==> src/rtl/fcsr_pkg.sv <==
package fcsr_pkg;
  localparam int WORD_W     = 32;
  localparam int IDX_W      = 5;
  localparam int N_EXC      = 5;
  localparam int N_CC       = 8;
  localparam int CC_SEL_W   = 3;
  localparam int RM_W       = 2;
  localparam int FLAG_LO    = 2;
  localparam int EN_LO      = FLAG_LO + N_EXC;
  localparam int CAUSE_LO   = EN_LO + N_EXC;
  localparam int UNIMPL_BIT = CAUSE_LO + N_EXC;
  localparam int CC0_BIT    = 23;
  localparam int FLUSH_BIT  = 24;
  localparam int CC_HI_LO   = 25;
  localparam int CSR_INDEX  = 31;

  // writable by software: flush, enables, flags, rounding mode
  localparam logic [WORD_W-1:0] WR_MASK =
      ((WORD_W'(1) << CAUSE_LO) - WORD_W'(1)) | (WORD_W'(1) << FLUSH_BIT);

  typedef enum logic [RM_W-1:0] {
    RM_NEAREST = 2'd0,
    RM_ZERO    = 2'd1,
    RM_PLUS    = 2'd2,
    RM_MINUS   = 2'd3
  } rmode_e;

  function automatic int cc_pos(input int sel);
    return (sel == 0) ? CC0_BIT : CC_HI_LO + sel - 1;
  endfunction
endpackage

==> src/rtl/fcsr_wr_merge.sv <==
module fcsr_wr_merge
  import fcsr_pkg::*;
(
  input  logic [WORD_W-1:0] word_in,
  input  logic              wr_en,
  input  logic              src_zero,
  input  logic [WORD_W-1:0] wdata,
  output logic [WORD_W-1:0] word_out
);
  logic [WORD_W-1:0] src;

  always_comb begin
    src      = src_zero ? '0 : wdata;
    word_out = wr_en ? ((word_in & ~WR_MASK) | (src & WR_MASK)) : word_in;
  end
endmodule

==> src/rtl/fcsr_exc_update.sv <==
module fcsr_exc_update
  import fcsr_pkg::*;
(
  input  logic [WORD_W-1:0] word_in,
  input  logic              op_valid,
  input  logic [N_EXC-1:0]  exc,
  input  logic              unimpl,
  output logic [WORD_W-1:0] word_out
);
  always_comb begin
    word_out = word_in;
    if (op_valid) begin
      word_out[UNIMPL_BIT:CAUSE_LO]     = {unimpl, exc};
      word_out[EN_LO-1:FLAG_LO]         = word_in[EN_LO-1:FLAG_LO] | exc;
    end
  end
endmodule

==> src/rtl/fcsr_trap_eval.sv <==
module fcsr_trap_eval
  import fcsr_pkg::*;
(
  input  logic [WORD_W-1:0] word_in,
  input  logic              check,
  output logic              trap
);
  logic [N_EXC-1:0] armed;

  always_comb begin
    armed = word_in[CAUSE_LO +: N_EXC] & word_in[EN_LO +: N_EXC];
    trap  = check & ((|armed) | word_in[UNIMPL_BIT]);
  end
endmodule

==> src/rtl/fcsr_top.sv <==
module fcsr_top
  import fcsr_pkg::*;
(
  input  logic                clk,
  input  logic                rst,
  input  logic                ctl_wr_en,
  input  logic                ctl_rd_en,
  input  logic [IDX_W-1:0]    ctl_idx,
  input  logic                ctl_src_zero,
  input  logic [WORD_W-1:0]   ctl_wdata,
  output logic [WORD_W-1:0]   rd_data,
  input  logic                op_valid,
  input  logic [N_EXC-1:0]    op_exc,
  input  logic                op_unimpl,
  input  logic                cc_wr_en,
  input  logic [CC_SEL_W-1:0] cc_sel,
  input  logic                cc_val,
  output logic [RM_W-1:0]     round_mode,
  output logic [N_CC-1:0]     cond_codes,
  output logic                trap_req,
  output logic                wb_en
);
  logic [WORD_W-1:0] word_q;
  logic [WORD_W-1:0] after_wr, after_op, after_cc;
  logic              csr_wr, trap_now;

  assign csr_wr = ctl_wr_en && (ctl_idx == IDX_W'(CSR_INDEX));

  fcsr_wr_merge u_wr (
    .word_in (word_q), .wr_en(csr_wr), .src_zero(ctl_src_zero),
    .wdata   (ctl_wdata), .word_out(after_wr)
  );

  fcsr_exc_update u_exc (
    .word_in (after_wr), .op_valid(op_valid), .exc(op_exc),
    .unimpl  (op_unimpl), .word_out(after_op)
  );

  fcsr_trap_eval u_trap (
    .word_in (after_op), .check(op_valid | ctl_wr_en), .trap(trap_now)
  );

  // condition code write is part of the result: suppressed by a trap
  always_comb begin
    after_cc = after_op;
    if (op_valid && cc_wr_en && !trap_now)
      after_cc[cc_pos(int'(cc_sel))] = cc_val;
  end

  always_ff @(posedge clk) begin
    if (rst) begin
      word_q   <= '0;
      rd_data  <= '0;
      trap_req <= 1'b0;
      wb_en    <= 1'b0;
    end else begin
      word_q   <= after_cc;
      trap_req <= trap_now;
      wb_en    <= op_valid & ~trap_now;
      if (ctl_rd_en)
        rd_data <= (ctl_idx == IDX_W'(CSR_INDEX)) ? word_q : '0;
    end
  end

  assign round_mode = word_q[RM_W-1:0];

  for (genvar g = 0; g < N_CC; g++) begin : g_cc
    localparam int POS = (g == 0) ? CC0_BIT : CC_HI_LO + g - 1;
    assign cond_codes[g] = word_q[POS];
  end

  // a trap never coexists with write-back
  a_r5_trap_blocks_wb: assert property (@(posedge clk) disable iff (rst)
    trap_req |-> !wb_en);

  // trap only follows an operation or a control write
  a_r6_trap_has_source: assert property (@(posedge clk) disable iff (rst)
    trap_req |-> $past(op_valid || ctl_wr_en));

  // write-back only follows an operation
  a_r5_wb_after_op: assert property (@(posedge clk) disable iff (rst)
    wb_en |-> $past(op_valid));

  // flags are sticky unless software writes the word
  a_r4_flags_sticky: assert property (@(posedge clk) disable iff (rst)
    !csr_wr |=> ((word_q[EN_LO-1:FLAG_LO] & $past(word_q[EN_LO-1:FLAG_LO]))
                 == $past(word_q[EN_LO-1:FLAG_LO])));

  // a control write alone leaves locked bits untouched
  a_r2_locked_bits: assert property (@(posedge clk) disable iff (rst)
    (csr_wr && !op_valid) |=> ((word_q & ~WR_MASK) == ($past(word_q) & ~WR_MASK)));
endmodule

==> config.mk <==
export PLATFORM = sky130hd
export DESIGN_NAME = fcsr_top
export DESIGN_NICKNAME = d
export VERILOG_FILES = /design/src/rtl/fcsr_pkg.sv /design/src/rtl/fcsr_wr_merge.sv /design/src/rtl/fcsr_exc_update.sv /design/src/rtl/fcsr_trap_eval.sv /design/src/rtl/fcsr_top.sv
export SDC_FILE = /design/constraint.sdc
export NUM_CORES = 1
export LEC_CHECK = 0
export CORE_MARGIN = 4
export CORE_UTILIZATION = 63
export DETAILED_ROUTE_END_ITERATION = 10
export DONT_BUFFER_PORTS = 1
export PLACE_DENSITY = 0.79
export SYNTH_ARGS = -nofsm -noshare
export SYNTH_HDL_FRONTEND = slang
export SYNTH_HIERARCHICAL = 1
export SYNTH_SLANG_ARGS = --single-unit
export TNS_END_PERCENT = 10
==> constraint.sdc <==
create_clock -name clk -period 2.6 [get_ports clk]
set_input_delay 0.13 -clock clk [delete_from_list [all_inputs] [get_ports clk]]
set_output_delay 0.13 -clock clk [all_outputs]
set_load 0.03 [all_outputs]
==> impl_metrics.csv, run 1 <==
group,metric,value,unit
layout,finish.utilization,60.5,%
sta,period_share,77.4,%
setup_path,cpMaxStageDelayCell,"and4bb_4",
drt,drc,0,
clocking,cts_sinks,66,
flow_run,max-cap-violations,0,
worst_hold_path,min_path_type,"in2reg",
setup_path,crit_family,"simple AND/OR/NAND/NOR gates",
drt,ant_nets,0,
power,p_int,1.55,mW
clocking,htreeDepth,3,
setup_path,max_stage_delay,0.39,ns
clocking,clk_pin_slew,0.07,ns
synthesis,yosysWarnings,6,
synthesis,synth_top_area_cell,"dfxtp_1",
global_routing,grt_pass1_vias,2134,
drt,num_vias,2178,
drt,dr.pass1.iters,5,
floorplanning,die_h,81.0,um
layout,final_nets,358,
power,p_clk_share,43.2,%
synthesis,synth_seq_cells,66,
setup_path,end_kind,"register",
setup_path,crit_buf_inv,1,
floorplanning,rows,26,
setup_path,cp_max_fo,11,
power,combPwrFrac,4.7,%
layout,drive_gt1_share,11.7,%
global_routing,antenna_found_initial,0,
floorplanning,die-area,0.00657,mm^2
power,seqPwrFrac,52.1,%
floorplanning,ioPinCount,98,
drt,drt-initial-drc-count,121,
global_routing,gr-usage-met3,7.10,%
synthesis,syn_area,0.00336,mm^2
synthesis,synth_area_leaders,"dfxtp_1 39%, buf_4 12%, nor2b_1 11%",
synthesis,synth_cells,367,
layout,syn_to_final_growth,-7.48,%
setup_path,path_class,"in2reg",
sta,period_needed,2.01,ns
sta,fmaxAchievable,0.497,GHz
sta,holdWs,0.0165,ns
synthesis,synth_cell_types,33,
setup_path,crit_start,"ctl_idx[4]",
synthesis,synth_ff_type,"dfxtp_1",
layout,antenna_cells,0,
setup_path,worstPathArrival,2.21,ns
global_routing,busiest_layer,"met2",
floorplanning,start_util,65.4,%
sta,tightest_slew,0.466,ns
sta,finalSetupTns,0,ns
sta,hold_viol_final,0,
placement,dp_hpwl,4060,um
drt,vias_per_cell,5.75,
setup_path,critPathLaunchType,"input pin",
synthesis,synth_top_area_share,39.3,%
global_routing,met2_usage,33.2,%
floorplanning,die_w,81.0,um
global_routing,grt_pass1_wl,10800,um
synthesis,synth_nets,421,
clocking,clock_path_buffers,2,
clocking,cts_tree,"done",
synthesis,synth_edf_count,0,
synthesis,async_reset_ff_share,0,%
global_routing,met1_usage,27.4,%
setup_path,crit_chain,"nand3_2, nor2_1, inv_1, a22o_1, a22oi_1, a31oi_1, and4bb_4, nand3b_1, mux2i_1",
global_routing,grt.total_usage,21.6,%
clocking,insertion_delay,0.33,ns
sta,slew_headroom,68.8,%
power,vdd_drop_max,0.348,mV
clocking,cts_setup_buffers,0,
synthesis,syn_area_per_cell,9.16,um^2
layout,final_common_cell,"dfxtp_1",
power,leakagePower,1.08,nW
clocking,root_buffer,"clkbuf_8",
floorplanning,core,0.00514,mm^2
status,outcome,"complete, no violations",
global_routing,overflow,0,
sta,worst_clock_skew,0.00792,ns
layout,most-common-layout-cells,"66 x dfxtp_1, 58 x nor2b_1, 36 x inv_1, 32 x nand4_1, 32 x o22ai_1",
power,swShare,22.7,%
worst_hold_path,min_from,"cc_sel[1]",
power,p_sw,0.453,mW
global_routing,grt_max_degree,67,
sta,rsz0062_at_grt,"no",
clocking,cts_made_buffers,9,
layout,fillCellCount,462,
placement,gp_congestion,0.706,
power,power_density,643,mW/mm^2
setup_path,crit_required,2.80,ns
synthesis,seq_area_frac_synth,39.3,%
setup_path,r2r-start,"word_q[9]",
drt,drt_wl_total,6600,um
sta,drv_slew,0,
sta,setup_viol,0,
drt,drt-wirelength-per-cell,17.4,um
placement,portBuffers,0,
[stage by stage]
stage          instance area [um^2]  cells  worst slack [ns]  power, mW
2_1_floorplan                  3360    367             0.487       1.20
3_3_place_gp                   2850    359             0.358       1.13
3_5_place_dp                   2850    359             0.284       1.14
4_1_cts                        3110    379             0.621       2.01
5_1_grt                        3110    379             0.335       2.08
6_report                       3110    379             0.587       2.00
[layout make-up]
cell class	instances	area [um^2]	area share (%)
clock buffers	10	138	4.43
clock inverters	6	66.3	2.13
inverters	36	135	4.35
multi-input cells	186	1300	41.7
flip-flops and latches	66	1320	42.5
well taps	70	87.6	2.82
repair buffers	5	65.1	2.09
[worst reg2reg max path: cells and delay by family, from the launching register on]
| kind | cells | cell delay, ns |
|---|---|---|
| AOI/OAI and AO/OA | 3 | 0.85 |
| and+or+nand+nor | 2 | 0.40 |
| DFF | 1 | 0.34 |
| muxes | 1 | 0.21 |
| buffers and inverters | 1 | 0.04 |
[sequential cells by signal, summed over array words and instances (netlist names)]
register	cells
word_q	32
rd_data	32
trap_req	1
wb_en	1
[metal layers]
layer	up-vias	part of all wire (%)
li1	1063	-
met1	1037	44
met2	66	47
met3	12	7.5
met4	0	1.8
met5	-	0
[synth_stat cells, drive strengths merged (2+ instances only)]
master,n
a21o,5
a22o,11
a22oi,2
buf,74
clkbuf,5
dfxtp,66
inv,36
mux2,6
mux2i,8
nand2,4
nand2b,7
nand3,4
nand3b,4
nand4,32
nor2,2
nor2b,58
o21ai,2
o22ai,32
or2b,2
[worst paths after layout]
path / slack (ns) / to / cells past startpoint
min reg2reg: 0.47 / word_q[19] / 1
min: 0.02 / word_q[31] / 2
max reg2reg: 0.68 / word_q[26] / 7
max: 0.59 / word_q[26] / 9
[logic make-up (layout without fill, tap and decap cells)]
group,Yosys count,in the layout,synth area share [%]
and+or+nand+nor,118,118,22.4
buffers and inverters,115,57,22.1
DFF,66,66,39.3
AOI/OAI and AO/OA,54,54,11.2
muxes,14,14,4.95
[power groups by stage]
stage | Clock [mW] | Sequential (mW) | Combinational (mW)
2_1_floorplan | 0 | 1.06 | 0.138
3_3_place_gp | 0 | 1.06 | 0.0688
3_5_place_dp | 0 | 1.06 | 0.0709
4_1_cts | 0.879 | 1.04 | 0.0949
5_1_grt | 0.938 | 1.04 | 0.103
6_report | 0.862 | 1.04 | 0.0946
[timing repair]
action	CTS	global route
endpoints found under the hold margin	66	0
gates resized for setup	0	0
hold buffers	4	0
setup endpoints to repair	0	0
Power figures use the tool's default switching activity.
==> inputs of run 2 (changes only) <==
- CORE_UTILIZATION: 63 -> 57
- PLACE_DENSITY: 0.79 -> 0.75
- clock period: 2.6 -> 1.7 ns (I/O delays scaled with it)
==> impl_metrics.csv, run 2 (synthesis results as in run 1) <==
group,metric,value,unit
sta,finalSetupTns,0,ns
clocking,insertion_delay,0.34,ns
drt,ant_nets,0,
floorplanning,core,0.00561,mm^2
sta,fin_ws,0.0149,ns
drt,drt_wl_total,7360,um
drt,num_vias,2287,
power,p_int,2.39,mW
layout,final_common_cell,"dfxtp_1",
drt,vias_per_cell,5.75,
sta,period_share,99.1,%
clocking,cts_tree,"done",
placement,portBuffers,0,
placement,gp_congestion,0.760,
clocking,cts_sinks,66,
placement,post-place-ws,-0.0888,ns
clocking,root_buffer,"clkbuf_8",
layout,top_regs,"rd_data: 32 flops, word_q: 32 flops",
floorplanning,start_util,59.9,%
sta,hold_viol_final,0,
sta,fmaxAchievable,0.593,GHz
sta,worst_clock_skew,0.00792,ns
layout,multi_input_area,0.00135,mm^2
global_routing,grt_pass1_vias,2242,
layout,final_nets,375,
drt,drt-wirelength-per-cell,18.5,um
floorplanning,die-area,0.00719,mm^2
clocking,cts_setup_buffers,0,
global_routing,grt_pass1_wl,11700,um
layout,most-common-layout-cells,"65 x dfxtp_1, 58 x nor2b_1, 35 x inv_1, 32 x nand4_1, 32 x o22ai_1",
global_routing,grt_max_degree,67,
setup_path,path_class,"reg2reg",
power,swShare,22.9,%
power,p_sw,0.710,mW
flow_run,max-cap-violations,0,
clocking,cts_made_buffers,9,
clocking,clock_path_buffers,2,
setup_path,end_kind,"register",
layout,drive_gt1_share,14.4,%
clocking,htreeDepth,3,
sta,period_needed,1.69,ns
drt,drc,0,
clocking,clk_pin_slew,0.07,ns
setup_path,critPathLaunchType,"register",
global_routing,antenna_found_initial,0,
power,vdd_drop_max,0.557,mV
floorplanning,die_h,84.8,um
drt,dr.pass1.iters,5,
layout,fillCellCount,472,
global_routing,overflow,0,
setup_path,crit_required,1.92,ns
layout,syn_to_final_growth,-0.819,%
sta,rsz0062_at_grt,"yes",
status,outcome,"complete, no violations",
power,combPwrFrac,6.8,%
power,seqPwrFrac,51.4,%
layout,regArea,0.00132,mm^2
sta,drv_slew,0,
power,leakagePower,1.18,nW
floorplanning,die_w,84.8,um
power,power_density,930,mW/mm^2
floorplanning,rows,27,
drt,drt-initial-drc-count,117,
power,p_clk_share,41.7,%
setup_path,worstPathArrival,1.90,ns
layout,antenna_cells,0,
worst_hold_path,min_path_type,"in2reg",
sta,setup_viol,0,
floorplanning,ioPinCount,98,
sta,slew_headroom,68.6,%
placement,dp_hpwl,4090,um
setup_path,cp_max_fo,4,
global_routing,grt.total_usage,20.9,%
sta,tightest_slew,0.470,ns
run 2: cell types whose count changed in the layout (fill, tap and decap cells not counted), moves of 2 or more:
cell / before / now
dlygate4sd3_1: 3 / 17
o21ai_1: 0 / 2
o21ai_0: 2 / 0
a22oi_2: 0 / 2
buf_4: 1 / 3
clkinvlp_4: 3 / 0
a22oi_1: 2 / 0
clkinv_2: 1 / 3
nand3_1: 3 / 1
run 2: per-layer routing:
layer / GRT usage [%] / share of wire, %
met1: 25.0 / 44
met2: 32.2 / 46
met3: 10.9 / 8.8
met4: 6.91 / 1.5
met5: 0 / 0
run 2: repair_timing:
item                                    CTS  global route
hold buffers                             18             1
hold endpoints to repair                 66             2
cloned                                    0             0
pin swaps                                 2             0
resized for setup                         3             5
endpoints found under the setup margin    7             8
run 2: power groups by stage:
stage          sequential, mW  combinational [mW]  clock (mW)
2_1_floorplan            1.62               0.216           0
3_3_place_gp             1.63               0.108           0
3_5_place_dp             1.63               0.109           0
4_1_cts                  1.59               0.202        1.33
5_1_grt                  1.59               0.225        1.40
6_report                 1.59               0.212        1.29
run 2: through the flow:
stage               utilization [%]  hold slack [ns]  cells  instance area (um^2)  power, mW
detailed placement             51.5            0.164    363                  2890       1.74
floorplan                         -            0.239    367                  3390       1.84
global route                   59.4          0.00430    398                  3330       3.22
global placement               51.5            0.163    363                  2890       1.74
CTS                            58.9         0.000656    397                  3300       3.12
finish                         59.4           0.0180    398                  3330       3.10
run 2: cell type report:
class	count	area share, %
multi-input combinational	186	40.5
inverter	36	4.05
tap	72	2.70
timing repair buffer	22	7.21
clock buffer	11	4.24
sequential	66	39.7
clock inverter	5	1.61
run 2: final timing paths:
check | startpoint | endpoint | slack [ns] | depth (start not counted)
setup / recovery | word_q[12] | word_q[26] | 0.01 | 6
hold / removal | ctl_rd_en | rd_data[28] | 0.02 | 3
setup reg to reg | word_q[12] | word_q[26] | 0.01 | 6
hold reg to reg | word_q[21] | word_q[21] | 0.47 | 1
run 2: worst max-delay path: stages, from the launching register on:
cell      delay [ns]
dfxtp_2         0.33
mux2_4          0.27
a22oi_2         0.25
a31oi_4         0.13
and4bb_4        0.35
nand3b_1        0.10
mux2i_1         0.14
==> inputs of run 3 (changes only) <==
- CTS_BUF_LIST: not set -> sky130_fd_sc_hd__clkbuf_8 sky130_fd_sc_hd__clkbuf_16
==> impl_metrics.csv, run 3 (synthesis results as in run 1) <==
group,metric,value,unit
status,outcome,"complete, no violations",
clocking,htreeDepth,3,
floorplanning,start_util,59.9,%
placement,post-place-ws,-0.0888,ns
sta,period_needed,1.68,ns
sta,slew_headroom,68.4,%
layout,top_regs,"rd_data: 32 flops, word_q: 32 flops",
floorplanning,die_w,84.8,um
layout,syn_to_final_growth,-0.819,%
sta,period_share,98.8,%
clocking,cts_tree,"done",
drt,drt_wl_total,7330,um
drt,drt-initial-drc-count,105,
flow_run,max-cap-violations,0,
setup_path,crit_required,1.92,ns
layout,design_area,0.00333,mm^2
global_routing,grt_pass1_vias,2247,
floorplanning,rows,27,
setup_path,critPathLaunchType,"input pin",
sta,finalSetupTns,0,ns
placement,gp_congestion,0.760,
global_routing,grt_pass1_wl,11700,um
clocking,clock_path_buffers,2,
setup_path,cp_max_fo,4,
setup_path,end_kind,"register",
power,leakagePower,1.18,nW
layout,drive_gt1_share,14.4,%
layout,antenna_cells,0,
global_routing,grt_max_degree,67,
sta,fin_ws,0.0197,ns
placement,portBuffers,0,
placement,placed_cell_area,0.00289,mm^2
setup_path,worstPathArrival,1.90,ns
sta,fmaxAchievable,0.595,GHz
global_routing,overflow,0,
clocking,root_buffer,"clkbuf_8",
layout,final_common_cell,"dfxtp_1",
sta,setup_viol,0,
global_routing,grt.total_usage,20.9,%
clocking,cts_made_buffers,9,
power,vdd_drop_max,0.554,mV
setup_path,path_class,"in2reg",
drt,dr.pass1.iters,4,
floorplanning,core,0.00561,mm^2
drt,vias_per_cell,5.71,
sta,holdWs,0.0167,ns
layout,most-common-layout-cells,"65 x dfxtp_1, 58 x nor2b_1, 36 x inv_1, 32 x nand4_1, 32 x o22ai_1",
drt,drt-wirelength-per-cell,18.4,um
sta,hold_viol_final,0,
layout,final_nets,375,
global_routing,antenna_found_initial,0,
drt,num_vias,2271,
power,power_density,929,mW/mm^2
clocking,insertion_delay,0.34,ns
floorplanning,ioPinCount,98,
clocking,clk_pin_slew,0.07,ns
sta,drv_slew,0,
clocking,cts_sinks,66,
drt,ant_nets,0,
floorplanning,die_h,84.8,um
worst_hold_path,min_path_type,"in2reg",
sta,rsz0062_at_grt,"yes",
floorplanning,die-area,0.00719,mm^2
sta,worst_clock_skew,0.00598,ns
drt,drc,0,
sta,tightest_slew,0.472,ns
placement,dp_hpwl,4090,um
run 3: metal layers:
layer	track usage, %	vias up	part of all wire, %
met5	0	-	0
met4	6.76	0	1.3
met3	10.9	10	8.5
met2	32.4	90	46
met1	24.9	1074	44
li1	-	1097	-
run 3: critical path, stage by stage:
cell	delay, ns
dlygate4sd3_1	0.57
mux2_4	0.28
a22oi_2	0.26
a31oi_4	0.13
and4bb_4	0.35
nand3b_1	0.10
mux2i_1	0.13
run 3: power by group:
part / switching (mW) / internal [mW]
Sequential: 0.0247 / 1.57
Clock: 0.585 / 0.706
Combinational: 0.103 / 0.108
Total: 0.712 / 2.38
run 3: what timing repair did:
item,4_1_cts,5_1_grt
gates resized for setup,3,5
pin swaps,2,0
endpoints found under the hold margin,66,2
endpoints found under the setup margin,7,8
setup buffers,0,0
hold buffers,18,1
run 3: area by class of cell:
type | instances | area [um^2]
tap | 72 | 90.1
inverter | 36 | 135
clock buffer | 10 | 138
sequential | 66 | 1320
fill | 470 | 2270
timing repair buffer | 22 | 240
clock inverter | 6 | 57.6
multi-input combinational | 186 | 1350
run 3: per-stage QoR:
| step | std cells | power [mW] | util [%] |
|---|---|---|---|
| after floorplan | 367 | 1.84 | - |
| after global placement | 363 | 1.74 | 51.5 |
| after detailed placement | 363 | 1.74 | 51.5 |
| after CTS | 397 | 3.12 | 58.9 |
| after global routing | 398 | 3.22 | 59.4 |
| final | 398 | 3.10 | 59.4 |
run 3: worst paths after layout:
kind | startpoint | endpoint | slack [ns] | cells after the start
setup / recovery | op_exc[0] | word_q[26] | 0.02 | 7
hold / removal | ctl_rd_en | rd_data[28] | 0.02 | 3
setup reg to reg | word_q[12] | word_q[26] | 0.02 | 6
hold reg to reg | word_q[21] | word_q[21] | 0.47 | 1
